### src/rtl/xcvr_mode_pkg.sv
package xcvr_mode_pkg;
  typedef enum logic [2:0] {
    M_OFF    = 3'd0,
    M_PRE    = 3'd1,
    M_NORM   = 3'd2,
    M_SILENT = 3'd3,
    M_SLEEP  = 3'd4
  } mode_e;
endpackage

### src/rtl/xcvr_pin_sync.sv
module xcvr_pin_sync #(
  parameter int W = 2
) (
  input  logic         clk,
  input  logic         rst_n,
  input  logic [W-1:0] d,
  output logic [W-1:0] q
);
  logic [W-1:0] meta;

  always_ff @(posedge clk or negedge rst_n) begin
    if (!rst_n) begin
      meta <= '0;
      q    <= '0;
    end else begin
      meta <= d;
      q    <= meta;
    end
  end
endmodule

### src/rtl/xcvr_hold_timer.sv
module xcvr_hold_timer #(
  parameter int RESET_US    = 10000,
  parameter int DEBOUNCE_US = 3
) (
  input  logic clk,
  input  logic rst_n,
  input  logic tick,
  input  logic reg_on,
  input  logic vcc_uv,
  output logic hold_done,
  output logic uv_event
);
  localparam int HW = $clog2(RESET_US + 1);
  localparam int DW = $clog2(DEBOUNCE_US + 1);
  localparam logic [HW-1:0] HOLD_LAST = HW'(RESET_US - 1);
  localparam logic [DW-1:0] DB_LAST   = DW'(DEBOUNCE_US - 1);
  localparam logic [DW-1:0] DB_SAT    = DW'(DEBOUNCE_US);

  logic [HW-1:0] hold_cnt;
  logic [DW-1:0] uv_cnt;

  // fires once, on the tick that completes the debounce window
  assign uv_event = reg_on && vcc_uv && tick && (uv_cnt == DB_LAST);

  always_ff @(posedge clk or negedge rst_n) begin
    if (!rst_n) begin
      uv_cnt    <= '0;
      hold_cnt  <= '0;
      hold_done <= 1'b0;
    end else begin
      if (!reg_on || !vcc_uv)
        uv_cnt <= '0;
      else if (tick && uv_cnt != DB_SAT)
        uv_cnt <= uv_cnt + 1'b1;

      if (!reg_on || uv_event) begin
        hold_cnt  <= '0;
        hold_done <= 1'b0;
      end else if (!hold_done && !vcc_uv && tick) begin
        if (hold_cnt == HOLD_LAST) begin
          hold_cnt  <= '0;
          hold_done <= 1'b1;
        end else begin
          hold_cnt <= hold_cnt + 1'b1;
        end
      end
    end
  end
endmodule

### src/rtl/xcvr_mode_fsm.sv
module xcvr_mode_fsm
  import xcvr_mode_pkg::*;
(
  input  logic  clk,
  input  logic  rst_n,
  input  logic  supply_ok,
  input  logic  supply_lost,
  input  logic  en_s,
  input  logic  txd_s,
  input  logic  bus_wake,
  input  logic  uv_event,
  input  logic  hold_done,
  output mode_e mode,
  output logic  reg_on,
  output logic  reg_wide_tol,
  output logic  comm_en,
  output logic  term_en
);
  logic  en_d;
  logic  en_fall;
  mode_e nxt;

  assign en_fall = en_d && !en_s;

  always_comb begin
    nxt = mode;
    if (supply_lost) begin
      nxt = M_OFF;
    end else begin
      unique case (mode)
        M_OFF:    if (supply_ok) nxt = M_PRE;
        M_PRE:    if (en_s && hold_done) nxt = M_NORM;
        M_NORM: begin
          if (uv_event)                    nxt = M_PRE;
          else if (hold_done && en_fall)   nxt = txd_s ? M_SILENT : M_SLEEP;
        end
        M_SILENT: begin
          if (uv_event || bus_wake)        nxt = M_PRE;
          else if (en_s && hold_done)      nxt = M_NORM;
        end
        M_SLEEP:  if (bus_wake) nxt = M_PRE;
        default:  nxt = M_OFF;
      endcase
    end
  end

  always_ff @(posedge clk or negedge rst_n) begin
    if (!rst_n) begin
      mode <= M_OFF;
      en_d <= 1'b0;
    end else begin
      mode <= nxt;
      en_d <= en_s;
    end
  end

  always_comb begin
    reg_on       = 1'b0;
    reg_wide_tol = 1'b0;
    comm_en      = 1'b0;
    term_en      = 1'b0;
    unique case (mode)
      M_PRE:    begin reg_on = 1'b1; term_en = 1'b1; end
      M_NORM:   begin reg_on = 1'b1; term_en = 1'b1; comm_en = 1'b1; end
      M_SILENT: begin reg_on = 1'b1; reg_wide_tol = 1'b1; end
      default:  ;
    endcase
  end
endmodule

### src/rtl/xcvr_mode_ctrl.sv
module xcvr_mode_ctrl
  import xcvr_mode_pkg::*;
#(
  parameter int RESET_US    = 10000,
  parameter int DEBOUNCE_US = 3
) (
  input  logic clk,
  input  logic rst_n,
  input  logic tick_en,
  input  logic supply_ok,
  input  logic supply_lost,
  input  logic vcc_uv,
  input  logic en_pin,
  input  logic txd_pin,
  input  logic bus_wake,
  output logic reg_on,
  output logic reg_wide_tol,
  output logic comm_en,
  output logic term_en,
  output logic nres
);
  logic [1:0] pins_s;
  logic       hold_done;
  logic       uv_event;
  mode_e      mode;

  xcvr_pin_sync #(.W(2)) u_sync (
    .clk   (clk),
    .rst_n (rst_n),
    .d     ({en_pin, txd_pin}),
    .q     (pins_s)
  );

  xcvr_hold_timer #(
    .RESET_US    (RESET_US),
    .DEBOUNCE_US (DEBOUNCE_US)
  ) u_timer (
    .clk       (clk),
    .rst_n     (rst_n),
    .tick      (tick_en),
    .reg_on    (reg_on),
    .vcc_uv    (vcc_uv),
    .hold_done (hold_done),
    .uv_event  (uv_event)
  );

  xcvr_mode_fsm u_fsm (
    .clk          (clk),
    .rst_n        (rst_n),
    .supply_ok    (supply_ok),
    .supply_lost  (supply_lost),
    .en_s         (pins_s[1]),
    .txd_s        (pins_s[0]),
    .bus_wake     (bus_wake),
    .uv_event     (uv_event),
    .hold_done    (hold_done),
    .mode         (mode),
    .reg_on       (reg_on),
    .reg_wide_tol (reg_wide_tol),
    .comm_en      (comm_en),
    .term_en      (term_en)
  );

  assign nres = hold_done && reg_on;
endmodule

### config.mk
export PLATFORM = sky130hd
export DESIGN_NAME = xcvr_mode_ctrl
export DESIGN_NICKNAME = d
export VERILOG_FILES = /design/src/rtl/xcvr_mode_pkg.sv /design/src/rtl/xcvr_pin_sync.sv /design/src/rtl/xcvr_hold_timer.sv /design/src/rtl/xcvr_mode_fsm.sv /design/src/rtl/xcvr_mode_ctrl.sv
export SDC_FILE = /design/constraint.sdc
export NUM_CORES = 1
export LEC_CHECK = 0
export ABC_CLOCK_PERIOD_IN_PS = 3800
export BUFFER_PORTS_ARGS = -buffer_cell sky130_fd_sc_hd__buf_2
export CAP_MARGIN = 20
export CELL_PAD_IN_SITES_DETAIL_PLACEMENT = 0
export CELL_PAD_IN_SITES_GLOBAL_PLACEMENT = 1
export CORE_ASPECT_RATIO = 1.5
export CORE_MARGIN = 1
export CORE_UTILIZATION = 40
export DETAILED_ROUTE_END_ITERATION = 8
export GPL_ROUTABILITY_DRIVEN = 1
export PLACE_DENSITY_LB_ADDON = 0.3
export SYNTH_ARGS = -nofsm -noshare
export SYNTH_HDL_FRONTEND = slang
export SYNTH_SLANG_ARGS = --single-unit
### constraint.sdc
create_clock -name clk -period 3.8 [get_ports clk]
set_clock_uncertainty 0.05 [all_clocks]
set_input_delay 0.76 -clock clk [delete_from_list [all_inputs] [get_ports clk]]
set_output_delay 0.76 -clock clk [all_outputs]
set_load 0.1 [all_outputs]
# Word level (Yosys, flattened, before mapping)
# Cells that the tools add are included.
# op_classes
n_bitwise,0
eq_ne,10
n_mux,21
multipliers,0
shifts,0
order_cmp,0
reduce_logical,25
div,0
add_sub_neg,2
# op_table
cell,n
two-way mux 14 bit,3
two-way mux 3 bit,8
one-hot mux 3 bit (5 select lines),1
"adder 14 x 1 -> 14 bit, second input constant",1
"== test 14 bit, second input constant",1
logical AND 1 bit,10
two-way mux 1 bit,7
"== test 3 x 2 -> 1 bit, second input constant",2
"inequality test 3 bit, second input constant",2
nonzero test 2 bit,3
logical NOT 1 bit,4
two-way mux 2 bit,2
"inequality test 4 x 2 -> 1 bit, second input constant",1
"== test 3 x 1 -> 1 bit, second input constant",1
"== test 3 bit, second input constant",1
logical NOT 3 bit,1
logical OR 1 bit,3
AND reduction 3 bit,1
OR reduction 3 bit,1
"adder 2 x 1 -> 2 bit, second input constant",1
"== test 2 bit, second input constant",1
"inequality test 2 bit, second input constant",1
AND reduction 2 bit,1
OR reduction 2 bit,1
# word_totals
latchBits,0
inputBits,9
mem_bits_rw,0
out_inout_bits,5
ff_bits,25
n_memories,0
elab_cells,65
rom_bits,0

# Depth between registers and ports, before layout
# logic_depth
word_depth,10
depth_mapped,7
mapped_depth_nobuf,6

# Cells and area by module
# A second synthesis with hierarchy kept.
# hier_totals
hier_cells,147
area_unflattened_um2,1427.6
# by_module_without_submodules
module,area_each_um2,instances,cells_each,seq_area_each_um2
xcvr_hold_timer,1003.5,1,109,425.4
xcvr_mode_fsm,317.8,1,33,100.1
xcvr_pin_sync,100.1,1,4,100.1
xcvr_mode_ctrl,6.3,1,1,0.0

# Least setup slack after synthesis
# Ideal clock, no wire load.
# synth_path
path_type,reg2out
startpoint,register u_fsm.mode[1]
endpoint,output comm_en
t_arrival_ns,2.889
slack_ns,0.101
path_stages_with_launch,3
t_required_ns,2.990
n_path_buf,1
path_cell_list,dfrtp_1 buf_2 nor3b_1
# synth_via
elab_chain_len,2
# synth_rtl
item,line_no,rtl
start: declaration,xcvr_mode_fsm.sv:13,"output mode_e mode,"
start signal: assignment,xcvr_mode_fsm.sv:52,mode <= nxt;
== test 3 x 2 -> 1 bit,xcvr_mode_fsm.sv:62,unique case (mode)
two-way mux 1 bit,xcvr_mode_fsm.sv:62,
end: declaration,xcvr_mode_ctrl.sv:18,"output logic comm_en,"
# No other way between the ends.

# Final worst setup path
# layout_path
startpoint,register u_fsm.mode[2]
endpoint,output nres
# layout_via
elab_chain_len,4
elab_cells_between_ends,6
classes_between,eq/ne (3); mux (1); reduce/logical (2)
# layout_rtl
item,line_no,rtl
== test 3 x 2 -> 1 bit / == test 3 x 1 -> 1 bit (equally long branches),xcvr_mode_fsm.sv:62,
OR reduction 3 bit (no source line) *,--,
two-way mux 1 bit *,xcvr_mode_fsm.sv:62,
logical AND 1 bit *,xcvr_mode_ctrl.sv:64,assign nres = hold_done && reg_on;
end: declaration,xcvr_mode_ctrl.sv:20,output logic nres
# Mark *: on every way between the ends. The rest lies on a longest branch, timed or not.

==> impl_metrics.py <==
metrics = {
    "clock_tree": {
        "post_cts_buffers": 0,
        "cts_sinks": 25,
        "cts_resized": 0,
        "clock_latency_ns": 0.26,
        "numCtsBuffers": 3,
        "ctsHoldBuffers": 0,
        "clk_pin_slew_ns": 0.08,
        "max-clock-path-buffers": 2,
        "htreeDepth": 1,
        "cts_tree": "yes",
        "clk_root_buffer_cell": "clkbuf_8",
    },
    "synth": {
        "synth_flop_cell": "dfrtp_1",
        "synth_area_per_cell_um2": 10.0,
        "synth-edff-count": 0,
        "synth_cells": 142,
        "yosys.area_share.simple_pct": 23.7,
        "yosys-top-cells-count": "dfrtp_1 (25), nor2_1 (11), nand2_1 (10)",
        "syn-num-nets": 154,
        "yosys_warnings": 0,
        "synth_top_family_by_area": "simple AND/OR/NAND/NOR gates",
        "syn_area_mm2": 0.00142,
        "synth_xor_area_share_pct": 3.08,
        "synth_most_common_cell": "dfrtp_1",
        "synth.top_cell.area_share_pct": 44.0,
        "synth-compound-area-share_pct": 21.7,
        "synth.distinct_cells": 43,
        "synthMuxAreaShare_pct": 0,
        "synth_area_leaders": "dfrtp_1 (44%), a21oi_2 (4.9%), o31ai_1 (4.8%), or4_1 (4.2%), nor2_1 (2.9%)",
        "synth_area_leader_cell": "dfrtp_1",
        "yosysSeqAreaShare_pct": 44.0,
        "synthArstFlopShare_pct": 100,
        "ys_seq_elements": 25,
        "synth_adder_area_share_pct": 2.64,
    },
    "drt": {
        "drt_first_pass_iters": 4,
        "routedWlPerCell_um": 15.6,
        "drt_iter0_markers": 47,
        "drc": 0,
        "postRouteAntennaNets": 0,
        "vias": 1148,
        "drt_wl_total_mm": 3.06,
        "viasPerCell": 5.86,
    },
    "die": {
        "rows": 26,
        "die_area_mm2": 0.00380,
        "start_util_pct": 42.0,
        "die_w_um": 50.7,
        "fp.dieH_um": 75.0,
        "ios": 14,
        "core_area_mm2": 0.00338,
    },
    "critical_path": {
        "crit_chain": "o21bai_4, inv_1, and2_1, buf_2",
        "worst_ep_required_time_ns": 2.99,
        "path_max_fanout": 9,
        "cp-end-kind": "output port",
        "critPathLaunchType": "register",
        "cp_top_family": "buffers and inverters",
        "critical_path_buf_inv_count": 2,
        "slowest_delay_ns": 0.48,
        "critical_path_arrival_ns": 1.72,
        "crit_slowest_cell": "dfrtp_1",
        "path_class": "reg2out",
    },
    "sta": {
        "slew_headroom_pct": 50.1,
        "worst_slack_ns": 1.27,
        "finalSetupViolations": 0,
        "worstMarginPinSlew_ns": 0.748,
        "fmax_mhz": 396,
        "hold_violations": 0,
        "grt_setup_unrepaired": "no",
        "setup_tns_ns": 0,
        "period_needed_ns": 2.53,
        "min_period_over_period_pct": 66.5,
        "finalMaxSlewViolations": 0,
        "fin_hold_ws_ns": 0.303,
    },
    "global_route": {
        "grt_pass1_wl_mm": 5.30,
        "grt_max_degree": 26,
        "grt_pass1_vias": 1104,
        "antenna_found_initial": 0,
        "overflow": 0,
        "grt_use_total_pct": 18.7,
    },
    "cells_and_area": {
        "n_fill_cell": 339,
        "area_delta_synth_final_pct": 8.89,
        "antenna_cells": 0,
        "nNetsFinal": 167,
        "final_area_mm2": 0.00155,
        "drive_gt1_share_pct": 21.4,
    },
    "placed_design": {
        "place_area_mm2": 0.00150,
        "place_congestion": 0.783,
        "dpl.hpwl_mm": 2.21,
        "dp_slack_ns": 1.22,
        "io_buffers": 13,
    },
    "power_and_ir_drop": {
        "switching_power_mw": 0.157,
        "swShare_pct": 29.8,
        "finalPower_mw": 0.526,
        "intPower_mw": 0.370,
        "powerDensity_mw_per_mm2": 340,
        "p_seq_share_pct": 53.9,
        "power.leakage_nw": 0.606,
        "pwr-share-comb_pct": 16.9,
        "peakVddDrop_v": 0.000160,
        "clkPwrFrac_pct": 29.2,
    },
    "flow_run": {
        "drv_cap": 0,
    },
    "hold_path": {
        "hold_class": "reg2reg",
    },
    "run_status": {
        "status": "completed",
    },
}
-- path summary, 6_finish.rpt --
kind	cells past startpoint	slack [ns]	to	startpoint
min in group asynchronous	1	0.43	u_timer.hold_cnt[6]	rst_n
worst min-delay path	0	0.30	u_sync.q[1]	u_sync.meta[1]
worst max-delay path	4	1.27	nres	u_fsm.mode[2]
max in group asynchronous	1	2.89	u_fsm.mode[2]	rst_n
worst min register to register	0	0.30	u_sync.q[1]	u_sync.meta[1]
worst max register to register	5	1.65	u_timer.hold_cnt[3]	u_timer.hold_cnt[0]
-- state kept, by name, summed over array words and instances, names as in the netlist --
signal	count
u_timer.hold_done	1
u_timer.uv_cnt	2
u_sync.q	2
u_fsm.en_d	1
u_sync.meta	2
u_timer.hold_cnt	14
u_fsm.mode	3
-- worst register-to-register path: stages (launching register included) --
cell and delay [ns]:
dfrtp_1 0.42, ha_1 0.21, nand3_2 0.21, nand4b_1 0.34, o21ai_2 0.65, nor2_1 0.12
-- cells in the final DEF, fill, tap and decap left out, types with 2 or more instances in the layout --
master / netlist / final
buf_2: 2 / 13
or4_1: 8 / 8
and2_1: 2 / 2
a21oi_2: 8 / 8
nand4_1: 3 / 3
a31oi_1: 4 / 4
o31ai_1: 9 / 9
nor3_1: 2 / 2
clkbuf_8: 0 / 3
o21ai_2: 2 / 2
xnor2_1: 4 / 4
nand2_1: 10 / 10
o32ai_1: 2 / 2
o31ai_2: 2 / 2
a21oi_1: 5 / 5
nand3_1: 7 / 7
ha_1: 3 / 3
dfrtp_1: 25 / 25
nand2b_1: 2 / 2
inv_1: 7 / 7
nor2_1: 11 / 11
-- cell type report --
| type | instances | area [um2] | share of cell area (%) |
|---|---|---|---|
| Tap cell | 42 | 52.6 | 3.40 |
| Timing Repair Buffer | 14 | 72.6 | 4.69 |
| Multi-Input combinational cell | 104 | 726 | 46.9 |
| Sequential cell | 25 | 626 | 40.4 |
| Clock buffer | 4 | 45.0 | 2.91 |
| Inverter | 7 | 26.3 | 1.70 |
-- logic make-up after synthesis --
| kind of cell | Yosys count |
|---|---|
| AOI/OAI and AO/OA | 38 |
| xor gates and xnor gates | 5 |
| adders and majority gates | 3 |
| buffers and inverters | 13 |
| DFF | 25 |
| and+or+nand+nor | 58 |
-- metrics by stage --
| step | cells | util (%) |
|---|---|---|
| 2_1_floorplan | 142 | - |
| 3_3_place_gp | 191 | 44.2 |
| 3_5_place_dp | 191 | 44.2 |
| 4_1_cts | 195 | 45.5 |
| 5_1_grt | 196 | 45.7 |
| 6_report | 196 | 45.7 |
-- power groups by stage --
stage	registers (mW)	logic [mW]	clock network [mW]
5_1_grt	0.286	0.0968	0.167
6_report	0.284	0.0887	0.154
2_1_floorplan	0.283	0.0742	0
4_1_cts	0.284	0.0897	0.163
3_3_place_gp	0.289	0.0878	0
3_5_place_dp	0.289	0.0895	0
-- per-layer routing --
metal | vias to the layer above | wire [um] | GRT usage, %
li1 | 560 | - | -
met1 | 575 | 1290 | 22.7
met2 | 11 | 1690 | 33.8
met3 | 2 | 54 | 2.02
met4 | 0 | 25 | 7.41
met5 | - | 0 | 0
No activity file was read; power rests on OpenSTA's default activity.
